--- config.mk ---
export PLATFORM = sky130hd
export DESIGN_NAME = dac_cmd_if
export DESIGN_NICKNAME = d
export VERILOG_FILES = /design/src/rtl/dac_cmd_pkg.sv /design/src/rtl/dac_cmd_shift.sv /design/src/rtl/dac_cmd_decode.sv /design/src/rtl/dac_chan_reg.sv /design/src/rtl/dac_cmd_if.sv
export SDC_FILE = /design/constraint.sdc
export NUM_CORES = 1
export LEC_CHECK = 0
export ABC_AREA = 0
export CORE_MARGIN = 4
export CORE_UTILIZATION = 60
export DETAILED_ROUTE_END_ITERATION = 10
export DONT_BUFFER_PORTS = 1
export PLACE_DENSITY_LB_ADDON = 0.05
export SYNTH_ARGS = -nofsm -noshare
export SYNTH_HDL_FRONTEND = slang
export SYNTH_SLANG_ARGS = --single-unit
--- constraint.sdc ---
create_clock -name clk -period 2.8 [get_ports clk]
set_input_delay 0.56 -clock clk [delete_from_list [all_inputs] [get_ports clk]]
set_output_delay 0.56 -clock clk [all_outputs]
set_load 0.005 [all_outputs]
--- src/rtl/dac_cmd_pkg.sv ---
package dac_cmd_pkg;
    localparam int NCH = 2;
    localparam int NIB_W = 4;

    typedef enum logic [NIB_W-1:0] {
        OP_LOAD = 4'b0011,
        OP_PDN  = 4'b0100,
        OP_FAST = 4'b0101,
        OP_SLOW = 4'b0110
    } op_e;

    localparam logic [NIB_W-1:0] TGT_ALL = 4'b1111;

    // one-hot-per-channel strobes produced by the decoder
    typedef struct packed {
        logic [NCH-1:0] ld;
        logic [NCH-1:0] pdn;
        logic [NCH-1:0] fast;
        logic [NCH-1:0] slow;
    } chan_cmd_t;
endpackage

--- src/rtl/dac_cmd_shift.sv ---
module dac_cmd_shift #(
    parameter int SR_W   = 32,
    parameter int CMD_W  = 24,
    parameter int DROP_W = 2
) (
    input  logic                    clk,
    input  logic                    arst_n,
    input  logic                    sck_i,
    input  logic                    cs_n_i,
    input  logic                    sdi_i,
    output logic                    sdo_o,
    output logic [CMD_W-1:DROP_W]   cmd_o,
    output logic                    exec_o
);
    typedef struct packed {
        logic [SR_W-1:0] sr;
        logic            sck;
        logic            cs_n;
    } shift_st_t;

    // sampled edges idle high so nothing fires when reset or clear ends
    localparam shift_st_t RST_ST = '{sr: '0, sck: 1'b1, cs_n: 1'b1};

    shift_st_t st_d, st_q;

    always_comb begin
        st_d      = st_q;
        st_d.sck  = sck_i;
        st_d.cs_n = cs_n_i;
        if (!cs_n_i && sck_i && !st_q.sck) begin
            st_d.sr = {st_q.sr[SR_W-2:0], sdi_i};
        end
    end

    always_ff @(posedge clk or negedge arst_n) begin
        if (!arst_n) st_q <= RST_ST;
        else         st_q <= st_d;
    end

    assign sdo_o  = st_q.sr[SR_W-1];
    assign cmd_o  = st_q.sr[CMD_W-1:DROP_W];
    assign exec_o = cs_n_i && !st_q.cs_n;
endmodule

--- src/rtl/dac_cmd_decode.sv ---
module dac_cmd_decode
    import dac_cmd_pkg::*;
#(
    parameter int CMD_W  = 24,
    parameter int DATA_W = 16,
    parameter int CODE_W = 14,
    localparam int DROP_W = DATA_W - CODE_W
) (
    input  logic                  exec_i,
    input  logic [CMD_W-1:DROP_W] cmd_i,
    output chan_cmd_t             ccmd_o,
    output logic [CODE_W-1:0]     code_o
);
    logic [NIB_W-1:0] op_w;
    logic [NIB_W-1:0] tgt_w;
    logic [NCH-1:0]   hit_w;

    assign op_w   = cmd_i[CMD_W-1 -: NIB_W];
    assign tgt_w  = cmd_i[CMD_W-1-NIB_W -: NIB_W];
    assign code_o = cmd_i[DATA_W-1:DROP_W];

    for (genvar c = 0; c < NCH; c++) begin : g_hit
        assign hit_w[c] = exec_i && ((tgt_w == NIB_W'(c)) || (tgt_w == TGT_ALL));
    end

    always_comb begin
        ccmd_o = '0;
        case (op_w)
            OP_LOAD: ccmd_o.ld   = hit_w;
            OP_PDN:  ccmd_o.pdn  = hit_w;
            OP_FAST: ccmd_o.fast = hit_w;
            OP_SLOW: ccmd_o.slow = hit_w;
            default: ccmd_o      = '0;
        endcase
    end
endmodule

--- src/rtl/dac_chan_reg.sv ---
module dac_chan_reg #(
    parameter int CODE_W = 14
) (
    input  logic              clk,
    input  logic              rst_n,
    input  logic              lat_rst_n,
    input  logic              ld_i,
    input  logic              pdn_i,
    input  logic              fast_i,
    input  logic              slow_i,
    input  logic [CODE_W-1:0] code_i,
    output logic [CODE_W-1:0] code_o,
    output logic              fast_o,
    output logic              pd_o
);
    typedef struct packed {
        logic [CODE_W-1:0] code;
    } lat_t;

    typedef struct packed {
        logic fast;
        logic pd;
    } cfg_t;

    lat_t lat_d, lat_q;
    cfg_t cfg_d, cfg_q;

    always_comb begin
        lat_d = lat_q;
        cfg_d = cfg_q;
        if (ld_i) begin
            lat_d.code = code_i;
            cfg_d.pd   = 1'b0;
        end
        if (pdn_i)  cfg_d.pd   = 1'b1;
        if (fast_i) cfg_d.fast = 1'b1;
        if (slow_i) cfg_d.fast = 1'b0;
    end

    // code latch: cleared by reset or clear
    always_ff @(posedge clk or negedge lat_rst_n) begin
        if (!lat_rst_n) lat_q <= '0;
        else            lat_q <= lat_d;
    end

    // mode and powerdown: reset only
    always_ff @(posedge clk or negedge rst_n) begin
        if (!rst_n) cfg_q <= '0;
        else        cfg_q <= cfg_d;
    end

    assign code_o = lat_q.code;
    assign fast_o = cfg_q.fast;
    assign pd_o   = cfg_q.pd;
endmodule

--- src/rtl/dac_cmd_if.sv ---
module dac_cmd_if
    import dac_cmd_pkg::*;
#(
    parameter int CODE_W = 14,
    parameter int DATA_W = 16,
    parameter int CTRL_W = 8,
    parameter int SR_W   = 32
) (
    input  logic              clk,
    input  logic              rst_n,
    input  logic              clr_n,
    input  logic              sck_i,
    input  logic              cs_n_i,
    input  logic              sdi_i,
    output logic              sdo_o,
    output logic [CODE_W-1:0] code_a_o,
    output logic [CODE_W-1:0] code_b_o,
    output logic              fast_a_o,
    output logic              fast_b_o,
    output logic              pd_a_o,
    output logic              pd_b_o
);
    localparam int CMD_W  = CTRL_W + DATA_W;
    localparam int DROP_W = DATA_W - CODE_W;

    logic                  arst_n;
    logic                  exec_w;
    logic [CMD_W-1:DROP_W] cmd_w;
    chan_cmd_t             ccmd_w;
    logic [CODE_W-1:0]     new_code_w;
    logic [CODE_W-1:0]     code_w [NCH];
    logic [NCH-1:0]        fast_w;
    logic [NCH-1:0]        pd_w;

    assign arst_n = rst_n & clr_n;

    dac_cmd_shift #(
        .SR_W   (SR_W),
        .CMD_W  (CMD_W),
        .DROP_W (DROP_W)
    ) u_shift (
        .clk    (clk),
        .arst_n (arst_n),
        .sck_i  (sck_i),
        .cs_n_i (cs_n_i),
        .sdi_i  (sdi_i),
        .sdo_o  (sdo_o),
        .cmd_o  (cmd_w),
        .exec_o (exec_w)
    );

    dac_cmd_decode #(
        .CMD_W  (CMD_W),
        .DATA_W (DATA_W),
        .CODE_W (CODE_W)
    ) u_dec (
        .exec_i (exec_w),
        .cmd_i  (cmd_w),
        .ccmd_o (ccmd_w),
        .code_o (new_code_w)
    );

    for (genvar c = 0; c < NCH; c++) begin : g_ch
        dac_chan_reg #(.CODE_W(CODE_W)) u_ch (
            .clk       (clk),
            .rst_n     (rst_n),
            .lat_rst_n (arst_n),
            .ld_i      (ccmd_w.ld[c]),
            .pdn_i     (ccmd_w.pdn[c]),
            .fast_i    (ccmd_w.fast[c]),
            .slow_i    (ccmd_w.slow[c]),
            .code_i    (new_code_w),
            .code_o    (code_w[c]),
            .fast_o    (fast_w[c]),
            .pd_o      (pd_w[c])
        );
    end

    assign code_a_o = code_w[0];
    assign code_b_o = code_w[1];
    assign fast_a_o = fast_w[0];
    assign fast_b_o = fast_w[1];
    assign pd_a_o   = pd_w[0];
    assign pd_b_o   = pd_w[1];
endmodule

==> Yosys cells after proc, flatten, opt, wreduce, memory -nomap -nowiden <==
Index checks and enable logic that the tools add are counted.
{ "classes": {"n_mux": 12, "n_eq_ne": 6, "n_bitwise": 1, "reduce_logical": 15} }
{ "ops": {"columns": ["operator", "n"], "rows": [
  ["equality test 4 x 3 -> 1 bit (second input constant)", 3],
  ["2-to-1 mux 1 bit", 8],
  ["2-to-1 mux 2 bit", 4],
  ["nonzero test 2 bit", 4],
  ["logical AND 1 bit", 5],
  ["equality test 4 x 1 -> 1 bit (second input constant)", 1],
  ["equality test 4 x 2 -> 1 bit (second input constant)", 1],
  ["equality test 4 bit (second input constant)", 1],
  ["logical NOT 4 bit", 1],
  ["logical NOT 1 bit", 3],
  ["logical OR 1 bit", 2],
  ["bitwise AND 1 bit", 1]
]} }
{ "word_totals": {"out_inout_bits": 33, "ff_bits": 66} }

==> Depth between registers and ports, before layout <==
Gate-level depths: netlist (run 1).
{ "depth": {"depth_word": 6, "mapped_depth": 5, "depth_no_buf": 4} }

==> By module <==
Synthesis (run 1) repeated with hierarchy kept, for this count alone.
{ "unflattened": {"cells_unflattened": 198, "hier_area_um2": 2972.9} }
{ "by_module_without_submodules": {"columns": ["mod", "cells_per_inst", "area_per_inst_um2", "n_inst", "seq_area_each_um2"], "rows": [
  ["dac_cmd_shift", 93, 1437.6, 1, 853.3],
  ["dac_chan_reg", 36, 641.9, 2, 400.4],
  ["dac_cmd_decode", 32, 245.2, 1, 0.0],
  ["dac_cmd_if", 1, 6.3, 1, 0.0]
]} }

==> Worst setup path after synthesis (run 1) <==
Ideal clock, no wire load.
{ "synth_timing": {"kind": "input to register", "from": "input cs_n_i", "to": "register g_ch[1].u_ch.lat_q (netlist bit g_ch[1].u_ch.code_o[10])", "arrival_ns": 1.469, "cell_stages": 5, "slack_ns": 1.206, "setup_time_ns": 0.125, "n_path_buf": 1, "path_cell_list": "and2b_1 > o211a_4 > nand2_4 > buf_6 > mux2_4"} }
{ "synth_via": {"elab_chain_cells": 3} }
{ "synth_rtl": {"columns": ["item", "line_no", "rtl"], "rows": [
  ["start, declared", "dac_cmd_if.sv:13", "input logic cs_n_i,"],
  ["logical AND 1 bit", "dac_cmd_shift.sv:42", "assign exec_o = cs_n_i && !st_q.cs_n;"],
  ["logical AND 1 bit", "dac_cmd_decode.sv:23", "assign hit_w[c] = exec_i && ((tgt_w == NIB_W'(c)) || (tgt_w == TGT_ALL));"],
  ["2-to-1 mux 2 bit", "dac_cmd_decode.sv:28", "case (op_w)"],
  ["end signal, assigned", "dac_chan_reg.sv:43", "else lat_q <= lat_d;"],
  ["end, declared", "dac_chan_reg.sv:25", "lat_t lat_d, lat_q;"]
]} }
No other way between the ends.
A chain may end at the register's enable or synchronous reset.

==> Final worst setup path (run 1) <==
{ "layout_timing": {"from": "register u_shift.st_q (netlist bit u_shift.cmd_o[19])", "to": "register g_ch[0].u_ch.lat_q (netlist bit g_ch[0].u_ch.code_o[3])"} }
{ "layout_via": {"elab_chain_cells": 4, "word_cells_on_any_way": 5, "cone_classes": "eq/ne (1); mux (1); reduce/logical (3)"} }
{ "layout_rtl": {"columns": ["item", "line_no", "rtl"], "rows": [
  ["start, declared", "dac_cmd_shift.sv:24", "shift_st_t st_d, st_q;"],
  ["start signal, assigned", "dac_cmd_shift.sv:37", "else st_q <= st_d;"],
  ["equality test 4 bit / logical NOT 4 bit (equally long branches)", "dac_cmd_decode.sv:23", null],
  ["logical OR 1 bit (*)", "dac_cmd_decode.sv:23", null],
  ["logical AND 1 bit (*)", "dac_cmd_decode.sv:23", null],
  ["2-to-1 mux 2 bit (*)", "dac_cmd_decode.sv:28", null],
  ["end signal, assigned", "dac_chan_reg.sv:43", null],
  ["end, declared", "dac_chan_reg.sv:25", null]
]} }
Every way passes the cells marked *; elsewhere a longest branch is shown, timed or not.

==> results of run 1 <==
## state kept, by name, indices dropped and copies added (netlist names)
register / cells
g_ch.u_ch.fast_o: 2
g_ch.u_ch.pd_o: 2
u_shift.st_q: 11
g_ch.u_ch.code_o: 28
u_shift.sdo_o: 1
u_shift.cmd_o: 22
## cell usage in the layout, fill, tap and decap left out
master,instances
buf_4,2
nand2_1,3
clkinv_2,2
o21ai_0,1
o211a_4,1
and2b_1,1
o211a_1,2
a21oi_1,2
dfstp_2,2
bufinv_16,1
nand2b_1,3
nor3_4,1
nor2b_1,1
and2_1,1
dfrtp_1,64
nor3_1,2
clkbuf_8,11
buf_12,1
and2_2,1
inv_1,2
mux2_2,41
and3_1,2
nand2_4,1
dlygate4sd3_1,1
nand3_4,1
nor4_4,1
a31oi_1,2
a31o_2,2
mux2_4,18
a41oi_1,1
o31ai_1,1
nor3b_4,1
clkbuf_1,2
## per-layer routing
metal	vias up	global-route usage
met5	-	0
met4	0	0.0771
met3	6	0.0881
met2	32	0.260
met1	659	0.189
li1	617	-
## logic make-up (layout without fill, tap and decap cells)
kind of cell,count (synthesis),after routing,share of synthesized area
buffers and inverters,7,22,0.0168
multiplexers,59,59,0.272
AO/OA/AOI/OAI,12,12,0.0368
AND/OR/NAND/NOR,19,19,0.0587
flip-flops,66,66,0.615
## synthesized netlist by cell type, types with 3 or more instances
| cell type | instances |
|---|---|
| nand2b_1 | 3 |
| nand2_1 | 3 |
| mux2_4 | 18 |
| mux2_2 | 41 |
| buf_2 | 3 |
| dfrtp_1 | 64 |
## stage by stage
step | cell area [sq um] | hold WS, ns | power [mW]
2_1_floorplan | 2690 | 0.264 | 1.26
3_5_place_dp | 2760 | 0.265 | 1.32
4_1_cts | 2970 | 0.209 | 2.10
5_1_grt | 2970 | 0.195 | 2.17
3_3_place_gp | 2760 | 0.265 | 1.30
6_report | 2970 | 0.227 | 2.08
## layout make-up
cell class / instances / share of cell area
Clock buffer: 13 / 0.0536
Inverter: 2 / 0.00253
Clock inverter: 3 / 0.0135
Multi-Input combinational cell: 90 / 0.336
Timing Repair Buffer: 4 / 0.0152
Sequential cell: 66 / 0.558
Tap cell: 52 / 0.0219
## worst reg2reg max path, delay by kind of cell (launching register included)
kind,cells,cell delay [ns]
AO/OA/AOI/OAI,1,0.18
flip-flops,1,0.46
multiplexers,1,0.38
AND/OR/NAND/NOR,2,0.56
## power groups by stage
stage	Sequential, mW	Clock [mW]	Combinational, mW
final	1.15	0.783	0.148
after global placement	1.16	0	0.140
after floorplan	1.13	0	0.127
after CTS	1.15	0.800	0.151
after detailed placement	1.17	0	0.149
after global routing	1.17	0.846	0.162
## worst paths after layout
path                                            to  depth (start not counted)              start
hold reg to reg                   u_shift.st_q[27]                          1   u_shift.st_q[26]
setup reg to reg            g_ch[0].u_ch.code_o[3]                          4  u_shift.cmd_o[19]
max in group asynchronous          u_shift.st_q[1]                          2              rst_n
min in group asynchronous  g_ch[0].u_ch.code_o[11]                          1              clr_n
hold / removal                     u_shift.st_q[0]                          0             cs_n_i
setup / recovery            g_ch[0].u_ch.code_o[3]                          4  u_shift.cmd_o[19]
## repair_timing
action / CTS / global route
setup endpoints to repair: 0 / 0
gates resized for setup: 0 / 0
buffers inserted: 0 / 0
endpoints found under the hold margin: 4 / 0
hold buffers: 1 / 0
==> impl_metrics.json, run 1 <==
{
  "status": "finished, final reports clean",
  "p_comb_frac": 0.071,
  "drive_above_1_share": 0.489,
  "finalHoldViolations": 0,
  "dp.cells": 213,
  "routedWlPerCell_um": 17.7,
  "layout.nets": 179,
  "finalSetupViolCount": 0,
  "arrival_ns": 1.91,
  "io_buffers": 0,
  "path_cells": "nor4_4 > a31o_2 > nand3_4 > mux2_2",
  "ys_types": 27,
  "rows": 24,
  "wl_met2_um": 1960,
  "grt_pass1_wl_um": 6700,
  "p_leak_nw": 1.51,
  "yosys-top-cells-area": "dfrtp_1, mux2_2, mux2_4",
  "drt_wl_total_um": 4070,
  "ios": 39,
  "cts-root-buf": "clkbuf_8",
  "p_per_area_mw_per_mm2": 701,
  "fin_util": 0.681,
  "htree_num_levels": 3,
  "synth_warnings": 0,
  "seqPwrFrac": 0.553,
  "multiInputGateArea_sq_um": 996,
  "cpPeakStageDelay_ns": 0.46,
  "synth_edf_count": 0,
  "worstPathMaxFanout": 15,
  "tns_ns": 0,
  "diodes": 0,
  "worstSetupStartpointType": "register",
  "drc": 0,
  "start_util": 0.617,
  "switching_share": 0.225,
  "dp_slack_ns": 0.914,
  "power.switching_mw": 0.468,
  "grt_overflow_total": 0,
  "dr.max_layer_used": "met4",
  "place_congestion": 0.777,
  "yosys.area.top_type": "dfrtp_1",
  "area_delta_synth_final_pct": 10.4,
  "first_global_vias": 1393,
  "drtPass1Iterations": 4,
  "synth_seq_area_share": 0.615,
  "synth.avg_cell_area_sq_um": 16.5,
  "met1_length_um": 1830,
  "grt_util_all_layers": 0.167,
  "ff_latch_area_sq_mm": 0.00165,
  "hpwlAfterDp_um": 2840,
  "synth-main-ff-cell": "dfrtp_1",
  "crit_buf_inv": 0,
  "cpLargestDelayFamily": "simple AND/OR/NAND/NOR gates",
  "synth_cells": 163,
  "ant_nets": 0,
  "die_area_sq_mm": 0.00561,
  "die_h_um": 74.9,
  "fmax_mhz": 587,
  "synth_top_area_share": 0.596,
  "drtIter0Drc": 28,
  "coreArea_sq_mm": 0.00435,
  "grt_max_degree": 41,
  "insertion_delay_ns": 0.33,
  "antenna_found_initial": 0,
  "peakVddDrop_mv": 0.412,
  "critPathKind": "reg2reg",
  "synth_area_sq_mm": 0.00269,
  "cts_tree": "done",
  "fill_cells": 296,
  "r2r_slack_ns": 1.10,
  "period_share": 0.608,
  "clk_pin_slew_worst_paths_ns": 0.06,
  "crit_required_ns": 3.01,
  "fp.dieW_um": 74.9,
  "rsz0062_at_grt": "false",
  "numClockSinks": 66,
  "p_int_mw": 1.61,
  "skew_ns": 0.00895,
  "drv_slew": 0,
  "slew_headroom": 0.605,
  "finalNonFillerCells": 230,
  "dr_total_vias": 1314,
  "cts_buffer_depth": 2,
  "synthArstFlopShare": 1.00,
  "syn_nets": 169,
  "maxCapViolations": 0,
  "wl_met3_um": 211,
  "setup_ws_ns": 1.10,
  "period_minus_slack_ns": 1.70,
  "vias_per_cell": 5.71,
  "worst_setup_path_end_kind": "register",
  "worstMarginPinSlew_ns": 0.592,
  "synth_seq_cells": 66,
  "hold_class": "in2reg",
  "power_frac_clock": 0.376,
  "cts_made_buffers": 9,
  "cp_slowest_cell": "dfrtp_1"
}
No activity file was read; power rests on OpenSTA's default activity.
==> run 2, diff against run 1 <==
- clock period: 2.8 -> 1.8 ns (I/O delays scaled with it)
==> run 2 against run 1 <==
Clock power grew 70%. Critical path depth is the same. Final cell count grew 1.3%. Core utilization grew 1.3 points. Combinational power grew 57%. Fmax grew 2.1%. Total power grew 60%. Global-route usage is essentially flat. Design area grew 1.9%. Largest cell class unchanged. Largest power group unchanged.
==> impl_metrics.json, run 2 (synthesis gave the netlist of run 1 again) <==
{
  "status": "finished, final reports clean",
  "die_area_sq_mm": 0.00561,
  "maxCapViolations": 0,
  "coreArea_sq_mm": 0.00435,
  "io_buffers": 0,
  "final_area_sq_mm": 0.00302,
  "whs_path_depth": 0,
  "cpLargestDelayFamily": "simple AND/OR/NAND/NOR gates",
  "p_leak_nw": 1.54,
  "period_share": 0.926,
  "drc": 0,
  "routedWlPerCell_um": 17.8,
  "htree_num_levels": 3,
  "total_power_mw": 3.34,
  "drive_above_1_share": 0.503,
  "crit_required_ns": 2.02,
  "numClockSinks": 66,
  "drtIter0Drc": 49,
  "area_delta_synth_final_pct": 12.4,
  "wl_met2_um": 2130,
  "first_global_vias": 1435,
  "fill_cells": 291,
  "r2r-end": "g_ch[1].u_ch.code_o[0]",
  "critPathKind": "reg2reg",
  "worstSetupStartpointType": "register",
  "ant_nets": 0,
  "peakVddDrop_mv": 0.705,
  "period_minus_slack_ns": 1.67,
  "hold_class": "in2reg",
  "grt_max_degree": 31,
  "clk_pin_slew_worst_paths_ns": 0.07,
  "vias_per_cell": 5.78,
  "drt_wl_total_um": 4140,
  "worstHoldStart": "sck_i",
  "grt_overflow_total": 0,
  "ios": 39,
  "drv_slew": 0,
  "die_h_um": 74.9,
  "worstPathMaxFanout": 15,
  "hpwlAfterDp_um": 2920,
  "finalSetupViolCount": 0,
  "fin_util": 0.694,
  "path_cells": "and3_1 > o211a_4 > nand2_4 > mux2_2",
  "p_per_area_mw_per_mm2": 1100,
  "r2r_slack_ns": 0.13,
  "largest_register_ffs": 28,
  "rows": 24,
  "cts_buffer_depth": 2,
  "ff2ff_path_depth": 4,
  "final_common_cell": "dfrtp_1",
  "rsz0062_at_grt": "false",
  "met1_length_um": 1660,
  "dpl_cell_area_sq_mm": 0.00277,
  "crit_buf_inv": 0,
  "fp.dieW_um": 74.9,
  "layout.nets": 182,
  "slew_headroom": 0.636,
  "worstMarginPinSlew_ns": 0.546,
  "insertion_delay_ns": 0.33,
  "cts_made_buffers": 9,
  "hold_end": "u_shift.st_q[1]",
  "cp_slowest_cell": "dfrtp_1",
  "worst_setup_path_end_kind": "register",
  "cts_tree": "done",
  "arrival_ns": 1.88,
  "timing.rr.start": "u_shift.cmd_o[17]",
  "cpPeakStageDelay_ns": 0.44,
  "cts-root-buf": "clkbuf_8",
  "cts_resized": 0,
  "skew_ns": 0.00991,
  "final_cell_mix": "dfrtp_1, mux2_2, mux2_4",
  "finalHoldViolations": 0,
  "grt_util_all_layers": 0.167,
  "grt_pass1_wl_um": 6810,
  "start_util": 0.617,
  "diodes": 0,
  "place_congestion": 0.822,
  "dr_total_vias": 1347,
  "fmax_mhz": 600,
  "drtPass1Iterations": 4,
  "dr.max_layer_used": "met4",
  "tns_ns": 0,
  "setup_ws_ns": 0.132,
  "wl_met3_um": 254,
  "antenna_found_initial": 0,
  "dp_slack_ns": 0.0614
}
run 2: cell types whose count changed in the layout (fill, tap and decap cells not counted), sizes merged:
cell / delta
buf: +3
clkbuf: -2
bufinv: +1
clkinvlp: +1
run 2: timing repair:
action,CTS,global route
hold buffers,1,0
buffers inserted,0,1
hold endpoints to repair,4,0
endpoints found under the setup margin,0,6
run 2: cell type report:
type | count | area, sq um | share of cell area
sequential | 66 | 1650 | 0.547
tap | 52 | 65.1 | 0.0215
timing repair buffer | 7 | 80.1 | 0.0265
multi-input combinational | 90 | 996 | 0.330
clock inverter | 5 | 77.6 | 0.0257
clock buffer | 11 | 141 | 0.0468
inverter | 2 | 7.51 | 0.00248
run 2: worst max path at each step:
stage / start / to / cells past startpoint
floorplan: u_shift.cmd_o[19] / g_ch[0].u_ch.code_o[10] / 5
global placement: u_shift.cmd_o[19] / g_ch[0].u_ch.code_o[4] / 4
detailed placement: u_shift.cmd_o[19] / g_ch[0].u_ch.code_o[7] / 4
CTS: u_shift.cmd_o[19] / g_ch[0].u_ch.code_o[7] / 4
global route: u_shift.st_q[0] / g_ch[1].u_ch.code_o[3] / 4
finish: u_shift.cmd_o[17] / g_ch[1].u_ch.code_o[0] / 4
run 2: routing by layer:
layer,vias to the layer above,track usage
li1,616,-
met1,689,0.189
met5,-,0
met4,0,0.115
met2,34,0.270
met3,8,0.0494
run 2: power by group:
part | internal [mW] | switching (mW)
clock | 0.813 | 0.515
sequential | 1.65 | 0.129
combinational | 0.149 | 0.0828
total | 2.61 | 0.727
run 2: through the flow:
stage               cells  hold WS [ns]
floorplan             163        0.0644
global placement      215        0.0645
detailed placement    215        0.0645
CTS                   232        0.0103
global route          233       0.00890
finish                233        0.0263
